==> src/rtl/pei_pkg.sv <==
package pei_pkg;

    typedef enum logic [0:0] {
        ST_CAPTURE = 1'b0,
        ST_REPLAY  = 1'b1
    } pei_state_e;

    // gain in tenths for a copy that has been delayed `age` times
    function automatic logic [7:0] slot_weight(input int unsigned age, input int unsigned n);
        return 8'(((n - age) * 10) / n);
    endfunction

    function automatic int unsigned weight_total(input int unsigned n);
        int unsigned acc;
        acc = 0;
        for (int unsigned a = 0; a < n; a++) acc += int'(slot_weight(a, n));
        return acc;
    endfunction

endpackage

==> src/rtl/pei_timebase.sv <==
module pei_timebase #(
    parameter int SLOT_TICKS = 4,
    parameter int SLOTS      = 10,
    parameter int POS_W      = 2,
    parameter int SLOT_W     = 4
) (
    input  logic              clk,
    input  logic              rst_n,
    output logic [POS_W-1:0]  pos,
    output logic [SLOT_W-1:0] slot,
    output logic              slot_end,
    output logic              frame_end
);
    localparam logic [POS_W-1:0]  LAST_POS  = POS_W'(SLOT_TICKS - 1);
    localparam logic [SLOT_W-1:0] LAST_SLOT = SLOT_W'(SLOTS - 1);

    assign slot_end  = (pos == LAST_POS);
    assign frame_end = slot_end && (slot == LAST_SLOT);

    always_ff @(posedge clk) begin
        if (!rst_n) begin
            pos  <= '0;
            slot <= '0;
        end else if (slot_end) begin
            pos  <= '0;
            slot <= (slot == LAST_SLOT) ? '0 : slot + 1'b1;
        end else begin
            pos <= pos + 1'b1;
        end
    end
endmodule

==> src/rtl/pei_meter.sv <==
module pei_meter #(
    parameter int SLOT_TICKS = 4,
    parameter int WID_W      = 3
) (
    input  logic             clk,
    input  logic             rst_n,
    input  logic             pulse_in,
    input  logic             frame_end,
    output logic [WID_W-1:0] count,
    output logic             keep,
    output logic [WID_W-1:0] final_w,
    output logic             final_clip
);
    localparam logic [WID_W-1:0] FULL = WID_W'(SLOT_TICKS);

    logic clip_q;
    logic over;

    assign keep       = pulse_in && (count < FULL);
    assign over       = pulse_in && (count == FULL);
    assign final_w    = count + WID_W'(keep);
    assign final_clip = clip_q | over;

    always_ff @(posedge clk) begin
        if (!rst_n || frame_end) begin
            count  <= '0;
            clip_q <= 1'b0;
        end else begin
            if (keep) count  <= count + 1'b1;
            if (over) clip_q <= 1'b1;
        end
    end
endmodule

==> src/rtl/pei_history.sv <==
module pei_history #(
    parameter int DEPTH = 9,
    parameter int WID_W = 3
) (
    input  logic                        clk,
    input  logic                        rst_n,
    input  logic                        shift_en,
    input  logic [WID_W-1:0]            din,
    output logic [DEPTH-1:0][WID_W-1:0] taps
);
    for (genvar k = 0; k < DEPTH; k++) begin : g_stage
        logic [WID_W-1:0] src;
        if (k == 0) begin : g_head
            assign src = din;
        end else begin : g_link
            assign src = taps[k-1];
        end
        always_ff @(posedge clk) begin
            if (!rst_n)        taps[k] <= '0;
            else if (shift_en) taps[k] <= src;
        end
    end
endmodule

==> src/rtl/pei_weighter.sv <==
module pei_weighter
    import pei_pkg::*;
#(
    parameter int N     = 10,
    parameter int WID_W = 3,
    parameter int ACC_W = 9,
    parameter int SUM_W = 9
) (
    input  logic [WID_W-1:0]            cur_w,
    input  logic [N-2:0][WID_W-1:0]     taps,
    output logic [SUM_W-1:0]            sum
);
    logic [ACC_W-1:0] acc;

    always_comb begin
        acc = ACC_W'(cur_w) * ACC_W'(slot_weight(0, N));
        for (int k = 0; k < N - 1; k++) begin
            acc = acc + ACC_W'(taps[k]) * ACC_W'(slot_weight(k + 1, N));
        end
        sum = SUM_W'(acc / ACC_W'(10));
    end
endmodule

==> src/rtl/pulse_echo_integrator.sv <==
module pulse_echo_integrator
    import pei_pkg::*;
#(
    parameter int FRAME_TICKS = 40,
    parameter int INTEG_N     = 10,
    parameter int SUM_W       = $clog2(FRAME_TICKS * 10 + 1)
) (
    input  logic             clk,
    input  logic             rst_n,
    input  logic             pulse_in,
    output logic             train_out,
    output logic [SUM_W-1:0] frame_sum,
    output logic             sum_valid,
    output logic             sum_clip
);
    localparam int SLOT_TICKS = FRAME_TICKS / INTEG_N;
    localparam int DEPTH      = INTEG_N - 1;
    localparam int WID_W      = $clog2(SLOT_TICKS + 1);
    localparam int POS_W      = (SLOT_TICKS > 1) ? $clog2(SLOT_TICKS) : 1;
    localparam int SLOT_W     = $clog2(INTEG_N);
    localparam int ACC_W      = $clog2(SLOT_TICKS * 10 * INTEG_N + 1);

    logic [POS_W-1:0]            pos_q;
    logic [SLOT_W-1:0]           slot_idx;
    logic                        slot_end;
    logic                        frame_end;
    logic [WID_W-1:0]            meter_w;
    logic                        keep;
    logic [WID_W-1:0]            final_w;
    logic                        final_clip;
    logic [DEPTH-1:0][WID_W-1:0] taps;
    logic [SUM_W-1:0]            sum_next;
    logic                        replay_bit;
    pei_state_e                  state_q, state_d;

    pei_timebase #(
        .SLOT_TICKS(SLOT_TICKS), .SLOTS(INTEG_N), .POS_W(POS_W), .SLOT_W(SLOT_W)
    ) u_time (
        .clk(clk), .rst_n(rst_n), .pos(pos_q), .slot(slot_idx),
        .slot_end(slot_end), .frame_end(frame_end)
    );

    pei_meter #(.SLOT_TICKS(SLOT_TICKS), .WID_W(WID_W)) u_meter (
        .clk(clk), .rst_n(rst_n), .pulse_in(pulse_in), .frame_end(frame_end),
        .count(meter_w), .keep(keep), .final_w(final_w), .final_clip(final_clip)
    );

    pei_history #(.DEPTH(DEPTH), .WID_W(WID_W)) u_hist (
        .clk(clk), .rst_n(rst_n), .shift_en(frame_end), .din(final_w), .taps(taps)
    );

    pei_weighter #(.N(INTEG_N), .WID_W(WID_W), .ACC_W(ACC_W), .SUM_W(SUM_W)) u_weigh (
        .cur_w(final_w), .taps(taps), .sum(sum_next)
    );

    // replica bit for the slot being played back
    always_comb begin
        replay_bit = 1'b0;
        for (int k = 0; k < DEPTH; k++) begin
            if (int'(slot_idx) == k + 1) replay_bit = (WID_W'(pos_q) < taps[k]);
        end
    end

    always_comb begin
        state_d = state_q;
        unique case (state_q)
            ST_CAPTURE: if (slot_end)  state_d = ST_REPLAY;
            ST_REPLAY:  if (frame_end) state_d = ST_CAPTURE;
        endcase
    end

    always_ff @(posedge clk) begin
        if (!rst_n) state_q <= ST_CAPTURE;
        else        state_q <= state_d;
    end

    always_ff @(posedge clk) begin
        if (!rst_n) begin
            train_out <= 1'b0;
            frame_sum <= '0;
            sum_valid <= 1'b0;
            sum_clip  <= 1'b0;
        end else begin
            unique case (state_q)
                ST_CAPTURE: train_out <= keep;
                ST_REPLAY:  train_out <= replay_bit;
            endcase
            sum_valid <= frame_end;
            sum_clip  <= frame_end && final_clip;
            if (frame_end) frame_sum <= sum_next;
        end
    end
endmodule

==> config.mk <==
export PLATFORM = sky130hd
export DESIGN_NAME = pulse_echo_integrator
export DESIGN_NICKNAME = d
export VERILOG_FILES = /design/src/rtl/pei_pkg.sv /design/src/rtl/pei_timebase.sv /design/src/rtl/pei_meter.sv /design/src/rtl/pei_history.sv /design/src/rtl/pei_weighter.sv /design/src/rtl/pulse_echo_integrator.sv
export SDC_FILE = /design/constraint.sdc
export NUM_CORES = 1
export LEC_CHECK = 0
export ABC_AREA = 1
export BUFFER_PORTS_ARGS = -buffer_cell sky130_fd_sc_hd__buf_4
export CORE_ASPECT_RATIO = 2
export CORE_MARGIN = 3
export CORE_UTILIZATION = 40
export CTS_CLUSTER_SIZE = 10
export DETAILED_ROUTE_END_ITERATION = 8
export PLACE_DENSITY = 0.62
export SLEW_MARGIN = 20
export SYNTH_ARGS = -nofsm -noshare
export SYNTH_HDL_FRONTEND = slang
export SYNTH_SLANG_ARGS = --single-unit
==> constraint.sdc <==
create_clock -name clk -period 15.3 [get_ports clk]
set_input_delay 2.295 -clock clk [delete_from_list [all_inputs] [get_ports clk]]
set_output_delay 2.295 -clock clk [all_outputs]
set_load 0.02 [all_outputs]
Yosys cells after proc, flatten, opt, wreduce, memory -nomap -nowiden
Cells that the tools add are included.
{"block": "totals", "ff_bits": 50, "out_inout_bits": 12, "wordCells": 84}
{"block": "op_classes", "n_addsub": 13, "n_mul": 6, "div_mod_pow": 1, "order_cmp": 10, "n_eq_ne": 12, "muxes": 14, "bitwise": 3, "n_reduce_logical": 7}
{"operator": "$add A9 B6 Y9", "n": 4}
{"operator": "$eq A4 B4 Y1 const B", "n": 7}
{"operator": "$lt A2 B3 Y1", "n": 9}
{"operator": "$add A9 B5 Y9", "n": 2}
{"operator": "$mul A3 B3 Y6 const B", "n": 3}
{"operator": "$mux W1", "n": 11}
{"operator": "$mul A3 B2 Y5 const B", "n": 2}
{"operator": "$add A9 B3 Y9", "n": 1}
{"operator": "$add A9 B4 Y9", "n": 1}
{"operator": "$div A9 B4 Y9 const B", "n": 1}
{"operator": "$add A7 B7 Y8", "n": 1}
{"operator": "$eq A4 B3 Y1 const B", "n": 2}
{"operator": "$mul A3 B4 Y7 const B", "n": 1}
{"operator": "$add A4 B1 Y4 const B", "n": 1}
{"operator": "$eq A4 B2 Y1 const B", "n": 1}
{"operator": "$logic_and A1 B1 Y1", "n": 4}
{"operator": "$mux W4", "n": 1}
{"operator": "$pmux W1 S2", "n": 2}
{"operator": "$add A3 B1 Y3", "n": 1}
{"operator": "$add A3 B1 Y3 const B", "n": 1}
{"operator": "$eq A3 B3 Y1 const B", "n": 1}
{"operator": "$lt A3 B3 Y1 const B", "n": 1}
{"operator": "$add A2 B1 Y2 const B", "n": 1}
{"operator": "$eq A2 B2 Y1 const B", "n": 1}
{"operator": "other kinds (5)", "n": 6}

Depth between registers and ports, before layout
Gate-level depths: netlist (run 1).
{"block": "logic_depth", "depth_word": 14, "mapped_depth": 47}

Modules after synthesis
Synthesis (run 1) repeated with hierarchy kept, for this count alone.
{"block": "hier_totals", "hier_cells": 647, "area_unflattened_um2": 4699.5}
{"mod": "pei_weighter", "instances": 1, "cells_each": 276, "area_per_inst_um2": 2194.6, "seq_area_each_um2": 0.0}
{"mod": "pei_history", "instances": 1, "cells_each": 171, "area_per_inst_um2": 1162.4, "seq_area_each_um2": 540.5}
{"mod": "pulse_echo_integrator", "instances": 1, "cells_each": 134, "area_per_inst_um2": 855.8, "seq_area_each_um2": 260.2}
{"mod": "pei_timebase", "instances": 1, "cells_each": 34, "area_per_inst_um2": 252.7, "seq_area_each_um2": 120.1}
{"mod": "pei_meter", "instances": 1, "cells_each": 32, "area_per_inst_um2": 234.0, "seq_area_each_um2": 80.1}

Least setup slack after synthesis (run 1)
Ideal clock, no wire load.
{"block": "synth_path", "path_type": "input port to flip-flop", "startpoint": "input pulse_in", "endpoint": "register frame_sum[0]", "setup_time_ns": 0.113, "t_arrival_ns": 8.613, "t_required_ns": 15.187, "setup_slack_ns": 6.574, "path_stages": 41, "n_path_buf": 0, "path_cell_list": "inv_1 nor2_1 ha_1 ha_1 xor2_1 xor2_1 ha_1 fa_1 ha_1 fa_1 inv_1 fa_1 fa_1 fa_1 fa_1 inv_1 nand3_1 nand2_1 (+5 left out) nand2_2 nand2_1 nand2_2 inv_2 nand2_2 nand2_2 nand2_1 nand3_1 nand2_1 nand2_1 nand2_1 nand2_1 nand2_1 nand2_1 nand2_1 nand2_1 nand2_1 nand2_1"}
{"block": "synth_via", "elab_chain_cells": 13}
{"element": "start: declaration", "line": "pulse_echo_integrator.sv:10", "source": "input logic pulse_in,"}
{"element": "$logic_and A1 B1 Y1", "line": "pei_meter.sv:19", "source": "assign keep = pulse_in && (count < FULL);"}
{"element": "named net keep", "line": "pulse_echo_integrator.sv:28", "source": "logic keep;"}
{"element": "$add A3 B1 Y3", "line": "pei_meter.sv:21", "source": "assign final_w = count + WID_W'(keep);"}
{"element": "named net final_w[2]", "line": "pulse_echo_integrator.sv:29", "source": "logic [WID_W-1:0] final_w;"}
{"element": "$mul A3 B3 Y6", "line": "pei_weighter.sv:16", "source": "acc = ACC_W'(cur_w) * ACC_W'(slot_weight(0, N));"}
{"element": "$add A7 B7 Y8", "line": "pei_weighter.sv:18", "source": "acc = acc + ACC_W'(taps[k]) * ACC_W'(slot_weight(k + 1, N));"}
{"element": "$add A9 B6 Y9 (4 in series)", "line": "pei_weighter.sv:18"}
{"element": "$add A9 B5 Y9 (2 in series)", "line": "pei_weighter.sv:18"}
{"element": "$add A9 B4 Y9", "line": "pei_weighter.sv:18"}
{"element": "$add A9 B3 Y9", "line": "pei_weighter.sv:18"}
{"element": "$div A9 B4 Y9", "line": "pei_weighter.sv:20", "source": "sum = SUM_W'(acc / ACC_W'(10));"}
{"element": "end signal: assignment", "line": "pulse_echo_integrator.sv:90", "source": "if (frame_end) frame_sum <= sum_next;"}
{"element": "end: declaration", "line": "pulse_echo_integrator.sv:12", "source": "output logic [SUM_W-1:0] frame_sum,"}
The timed path passes the listed nets, and every way through them passes these cells.
A chain may end at the register's enable or synchronous reset.

Worst setup path after layout (run 1)
Ends and elaborated chain as after synthesis.

==> impl_metrics.json, run 1 <==
{
  "place_area_sq_um": 4290,
  "hold_viol": 0,
  "gp_congestion": 0.870,
  "ant_nets": 0,
  "antenna_cells": 0,
  "cp.required_ns": 15.50,
  "drive_above_1_share_pct": 6.62,
  "max_cap_viol_count": 0,
  "hpwl_mm": 7.65,
  "p_per_area_nw_per_um2": 64.2,
  "fin_setup_tns_ns": 0,
  "clk_latency_ns": 0.30,
  "grt_max_degree": 31,
  "grt.total_usage_pct": 17.3,
  "ctsHoldBuffers": 0,
  "crit_top_cell": "nand2_1",
  "routed_wl_mm": 9.10,
  "fmax_ghz": 0.111,
  "crit_family": "adder cells",
  "grt_pass1_vias": 3428,
  "rsz0062_at_grt": "no",
  "yosysSeqAreaShare_pct": 23.1,
  "ir_drop_uv": 45.4,
  "area_growth_pct": 9.26,
  "final_max_slew_viol_count": 0,
  "nNetsFinal": 623,
  "clkTransAtPathRegs_ns": 0.07,
  "die-area_sq_um": 11500,
  "rows": 51,
  "hold_class": "reg -> reg",
  "cts_tree": "yes",
  "vias": 3264,
  "antenna_found_initial": 0,
  "cp-start-kind": "input pin",
  "netlist_area_sq_um": 4070,
  "slowest_stage": "fa_1",
  "routedWlPerCell_um": 13.8,
  "synth_area_leaders": "dfxtp_1 (23%), ha_1 (18%), fa_1 (17%), inv_1 (11%), nand2_1 (7.9%)",
  "grt_pass1_wl_mm": 15.6,
  "nFillCells": 1031,
  "min_period_ns": 9.04,
  "avgSynthCellArea_sq_um": 7.90,
  "critPathKind": "in -> reg",
  "status": "finished clean",
  "overflow": 0,
  "io_buffers": 11,
  "final_area_sq_um": 4440,
  "syn_inst": 515,
  "post_cts_buffers": 0,
  "ys_ff_latch": 47,
  "skew_ns": 0.00490,
  "crit_arrival_ns": 9.24,
  "setup_violations": 0,
  "fp.dieW_um": 77.3,
  "core_sq_um": 9830,
  "htree_levels": 2,
  "via_per_inst": 4.94,
  "yosysUniqueCellTypes": 33,
  "synth_top_area_share_pct": 23.1,
  "cts_inserted_buffers": 5,
  "seq_area_sq_um": 941,
  "worstPathBufferInverterCount": 5,
  "p_leak_nw": 2.23,
  "ys.warnings.count": 0,
  "max_stage_delay_ns": 0.53,
  "drtPass1Iterations": 4,
  "clock_sinks": 47,
  "slew-limit-headroom_pct": 45.4,
  "drcViolationCount": 0,
  "layout_commonest_cell": "inv_1",
  "cts_root_buf": "clkbuf_16",
  "worst-path-max-fanout": 6,
  "die_y_um": 149,
  "yosysTopAreaCell": "dfxtp_1",
  "worstSetupEndpointType": "register",
  "start_util_pct": 41.4,
  "layout_common_cells": "inv_1 (123), nand2_1 (86), ha_1 (57)",
  "drt_iter0_markers": 131,
  "worst_pin_slew_ns": 0.818,
  "cts_resized": 0,
  "multi_input_area_sq_um": 2600,
  "finalCritPeriodShare_pct": 59.1,
  "cts_buffer_depth": 2,
  "pin_count": 15
}
-- registers in the layout (all words and copies together) (netlist names) --
signal,count
u_time.slot,4
state_q,1
u_time.pos,2
u_meter.count,3
sum_valid,1
u_meter.clip_q,1
frame_sum,6
train_out,1
sum_clip,1
u_hist.g_stage.src,24
u_hist.taps,3
-- area by class of cell --
class	count	area share (%)
clock buffers	7	3.21
flip-flops and latches	47	21.2
repair buffers	13	2.20
clock inverters	1	0.197
inverters	130	11.0
well taps	132	3.72
multi-input cells	331	58.5
-- cells in the mapped netlist, drive strengths merged --
cell,number
inv,129
nand2,91
ha,57
dfxtp,47
fa,35
nand3,27
o21ai,22
o22ai,22
a21oi,20
nor2,20
nand4,7
clkbuf,6
xor2,6
a22o,3
a31oi,3
buf,3
nor3,2
o2111ai,2
or2,2
xnor2,2
a21o,1
a31o,1
a32o,1
clkinv,1
conb,1
nand3b,1
nor4,1
o211ai,1
o221ai,1
-- metal layers --
metal  track usage, %  part of all wire (%)
met1             15.1                    33
met2             36.0                    60
met3             2.00                   1.9
met4             9.89                   5.0
met5                0                     0
-- cell families (layout without fill, tap and decap cells) --
group | after synthesis | in the layout | synth area share [%]
xor+xnor | 8 | 8 | 1.91
fa+ha+maj | 92 | 92 | 34.8
simple gates | 151 | 151 | 15.8
other cells | 1 | 3 | 0.0922
compound gates | 77 | 77 | 11.1
buf+inv | 139 | 151 | 13.1
flops | 47 | 47 | 23.1
-- power breakdown --
group          total, mW  internal [mW]  switching [mW]
Sequential         0.127          0.124         0.00295
Combinational     0.0416         0.0159          0.0257
Clock              0.116         0.0656          0.0509
Total              0.285          0.206          0.0795
-- stage by stage --
stage | setup WS, ns | utilization, % | hold WS [ns] | std cells | power, mW
after floorplan | 6.57 | - | 0.427 | 517 | 0.162
after global placement | 6.11 | 43.7 | 0.449 | 653 | 0.171
after detailed placement | 5.92 | 43.7 | 0.449 | 653 | 0.172
after CTS | 6.25 | 45.2 | 0.461 | 661 | 0.290
after global routing | 5.65 | 45.2 | 0.493 | 661 | 0.301
final | 6.26 | 45.2 | 0.455 | 661 | 0.285
-- tightest hold or removal path, stage by stage, from the launching register on --
cell and delay [ns]:
dfxtp_1 0.31, nand2_1 0.06, nand2_1 0.04
-- final timing paths --
check,cells after the start,startpoint,end,slack [ns]
setup / recovery,41,pulse_in,frame_sum[0],6.26
hold / removal,2,frame_sum[1],frame_sum[1],0.45
setup reg to reg,39,u_meter.count[2],frame_sum[0],7.99
hold reg to reg,2,frame_sum[1],frame_sum[1],0.45
Power figures use the tool's default switching activity.
==> run 2, diff against run 1 <==
- ABC_AREA: 1 -> 0
- PLACE_DENSITY: 0.62 -> 0.61
- clock period: 15.3 -> 8.65 ns (I/O delays scaled with it)
==> run 2 against run 1 <==
Effect of this change:
- clock skew up 0.0032 ns
- power up 79%
- final cell count up 0.30%
- wire length up 7.9%
- sequential power up 79%
- register-to-register slack worse by 6.6 ns
- largest power group unchanged
==> impl_metrics.json, run 2 <==
{
  "avgSynthCellArea_sq_um": 8.65,
  "via_per_inst": 5.18,
  "yosysSeqAreaShare_pct": 20.8,
  "yosysTopAreaCell": "dfxtp_1",
  "cts_root_buf": "clkbuf_16",
  "fin_setup_tns_ns": 0,
  "status": "finished clean",
  "largest_register_ffs": 24,
  "routed_wl_mm": 9.81,
  "cts_buffer_depth": 2,
  "hold_viol": 0,
  "htree_levels": 2,
  "worstSetupEndpointType": "register",
  "drive_above_1_share_pct": 8.03,
  "synth-main-ff-cell": "dfxtp_1",
  "post_cts_buffers": 0,
  "finalCritPeriodShare_pct": 92.3,
  "layout_commonest_cell": "inv_1",
  "antenna_cells": 0,
  "drtPass1Iterations": 4,
  "clk_latency_ns": 0.29,
  "grt_pass1_vias": 3519,
  "cp-start-kind": "input pin",
  "synth_top_area_share_pct": 20.8,
  "crit_arrival_ns": 8.13,
  "min_period_ns": 7.98,
  "worst_hold_path.num_cells": 2,
  "hp-start": "frame_sum[2]",
  "layout_common_cells": "inv_1 (75), nand2_1 (66), ha_1 (57)",
  "vias": 3433,
  "worst_pin_slew_ns": 1.03,
  "pin_count": 15,
  "rsz0062_at_grt": "no",
  "fp.dieW_um": 81.3,
  "yosysUniqueCellTypes": 69,
  "overflow": 0,
  "ys_ff_latch": 47,
  "cts_inserted_buffers": 5,
  "rows": 54,
  "max_cap_viol_count": 0,
  "setup_violations": 0,
  "nNetsFinal": 618,
  "core_sq_um": 11000,
  "min_to": "frame_sum[2]",
  "grt.total_usage_pct": 17.2,
  "yosysMostFrequentCell": "inv_1",
  "fmax_ghz": 0.125,
  "p_leak_nw": 2.14,
  "die_y_um": 157,
  "reg2reg_to": "frame_sum[0]",
  "hpwl_mm": 8.04,
  "syn_inst": 524,
  "async_flop_share_pct": 0,
  "hold_class": "reg -> reg",
  "clkTransAtPathRegs_ns": 0.07,
  "final_max_slew_viol_count": 0,
  "gp_congestion": 0.848,
  "cts_resized": 0,
  "ys.warnings.count": 0,
  "netlist_area_sq_um": 4530,
  "r2r-start": "u_meter.count[2]",
  "routedWlPerCell_um": 14.8,
  "grt_max_degree": 44,
  "power_uw": 511,
  "r2r_cells": 23,
  "ant_nets": 0,
  "area_growth_pct": 7.13,
  "skew_ns": 0.00811,
  "grt_pass1_wl_mm": 16.9,
  "antenna_found_initial": 0,
  "drcViolationCount": 0,
  "die-area_sq_um": 12700,
  "drt_iter0_markers": 80,
  "slew-limit-headroom_pct": 31.2,
  "worst-path-max-fanout": 13,
  "clock_sinks": 47,
  "synth_common_cells": "inv_1 (75), nand2_1 (66), ha_1 (57)",
  "ctsHoldBuffers": 0,
  "critPathKind": "in -> reg",
  "io_buffers": 11,
  "cp.required_ns": 8.80,
  "cts_tree": "yes",
  "synth_edf_count": 0,
  "rrSetupSlack_ns": 1.43,
  "synth_area_leaders": "dfxtp_1 (21%), ha_1 (16%), fa_1 (15%), inv_1 (6.2%), nand2_1 (5.5%)",
  "start_util_pct": 41.1,
  "p_per_area_nw_per_um2": 105,
  "ir_drop_uv": 128
}
## run 2: cell types whose count changed in the layout (fill, tap and decap cells not counted), sizes merged, moves of 15 or more
cell,change
a21boi,+28
inv,-54
nand2b,+15
nand3,-19
nand2,-24
o22ai,-20
## run 2: logic make-up after synthesis
| family | count (synthesis) | share of synthesized area (%) |
|---|---|---|
| AND/OR/NAND/NOR | 149 | 15.9 |
| AO/OA/AOI/OAI | 110 | 17.6 |
| buffers and inverters | 102 | 9.11 |
| adder cells (fa/ha/maj) | 93 | 31.4 |
| flip-flops | 47 | 20.8 |
| XOR/XNOR | 19 | 4.42 |
| multiplexers | 3 | 0.663 |
| other | 1 | 0.0828 |
## run 2: critical path, cell delays in order
cell	delay (ns)
buf_4	0.11
nor2b_1	0.14
ha_1	0.19
ha_1	0.18
xor2_1	0.20
xor2_1	0.17
ha_1	0.28
fa_1	0.49
ha_1	0.32
fa_1	0.51
inv_1	0.05
fa_1	0.46
fa_1	0.53
fa_1	0.54
fa_1	0.46
nand2b_1	0.20
a21o_1	0.17
a211o_1	0.40
and4_4	0.26
a221o_1	0.33
a32oi_4	0.37
a2111oi_2	0.10
nor3_2	0.23
a41oi_2	0.14
## run 2: through the flow
step,cells,setup WS [ns],util (%),hold slack [ns],instance area (sq um)
2_1_floorplan,526,0.667,-,0.439,4540
3_3_place_gp,656,0.485,42.8,0.457,4710
3_5_place_dp,656,0.316,42.8,0.451,4710
4_1_cts,663,0.634,44.1,0.467,4850
5_1_grt,663,0.292,44.1,0.496,4850
6_report,663,0.667,44.1,0.465,4850
## run 2: area by class of cell
class                   count  area (sq um)
clock buffers               5           125
clock inverters             2          13.8
fillers                  1105          6160
inverters                  75           282
multi-input cells         377          3190
flip-flops and latches     47           941
well taps                 140           175
repair buffers             17           128
## run 2: worst max path at each step
stage | from | depth (start not counted) | endpoint
3_5_place_dp | pulse_in | 24 | frame_sum[0]
6_report | pulse_in | 24 | frame_sum[0]
4_1_cts | pulse_in | 24 | frame_sum[0]
5_1_grt | pulse_in | 24 | frame_sum[0]
2_1_floorplan | pulse_in | 24 | frame_sum[0]
3_3_place_gp | pulse_in | 24 | frame_sum[0]
## run 2: per-layer routing
metal,vias to the layer above,wire [um],global-route usage [%]
li1,1720,-,-
met1,1661,3630,17.5
met2,33,5700,33.5
met3,19,111,1.61
met4,0,378,7.82
met5,-,0,0
## run 2: power by group
| part | total [mW] | internal, mW | switching [mW] | leakage [nW] |
|---|---|---|---|---|
| logic | 0.0967 | 0.0408 | 0.0560 | 1.69 |
| clock network | 0.187 | 0.105 | 0.0817 | 0.0696 |
| registers | 0.227 | 0.220 | 0.00710 | 0.380 |
| total | 0.511 | 0.366 | 0.145 | 2.14 |
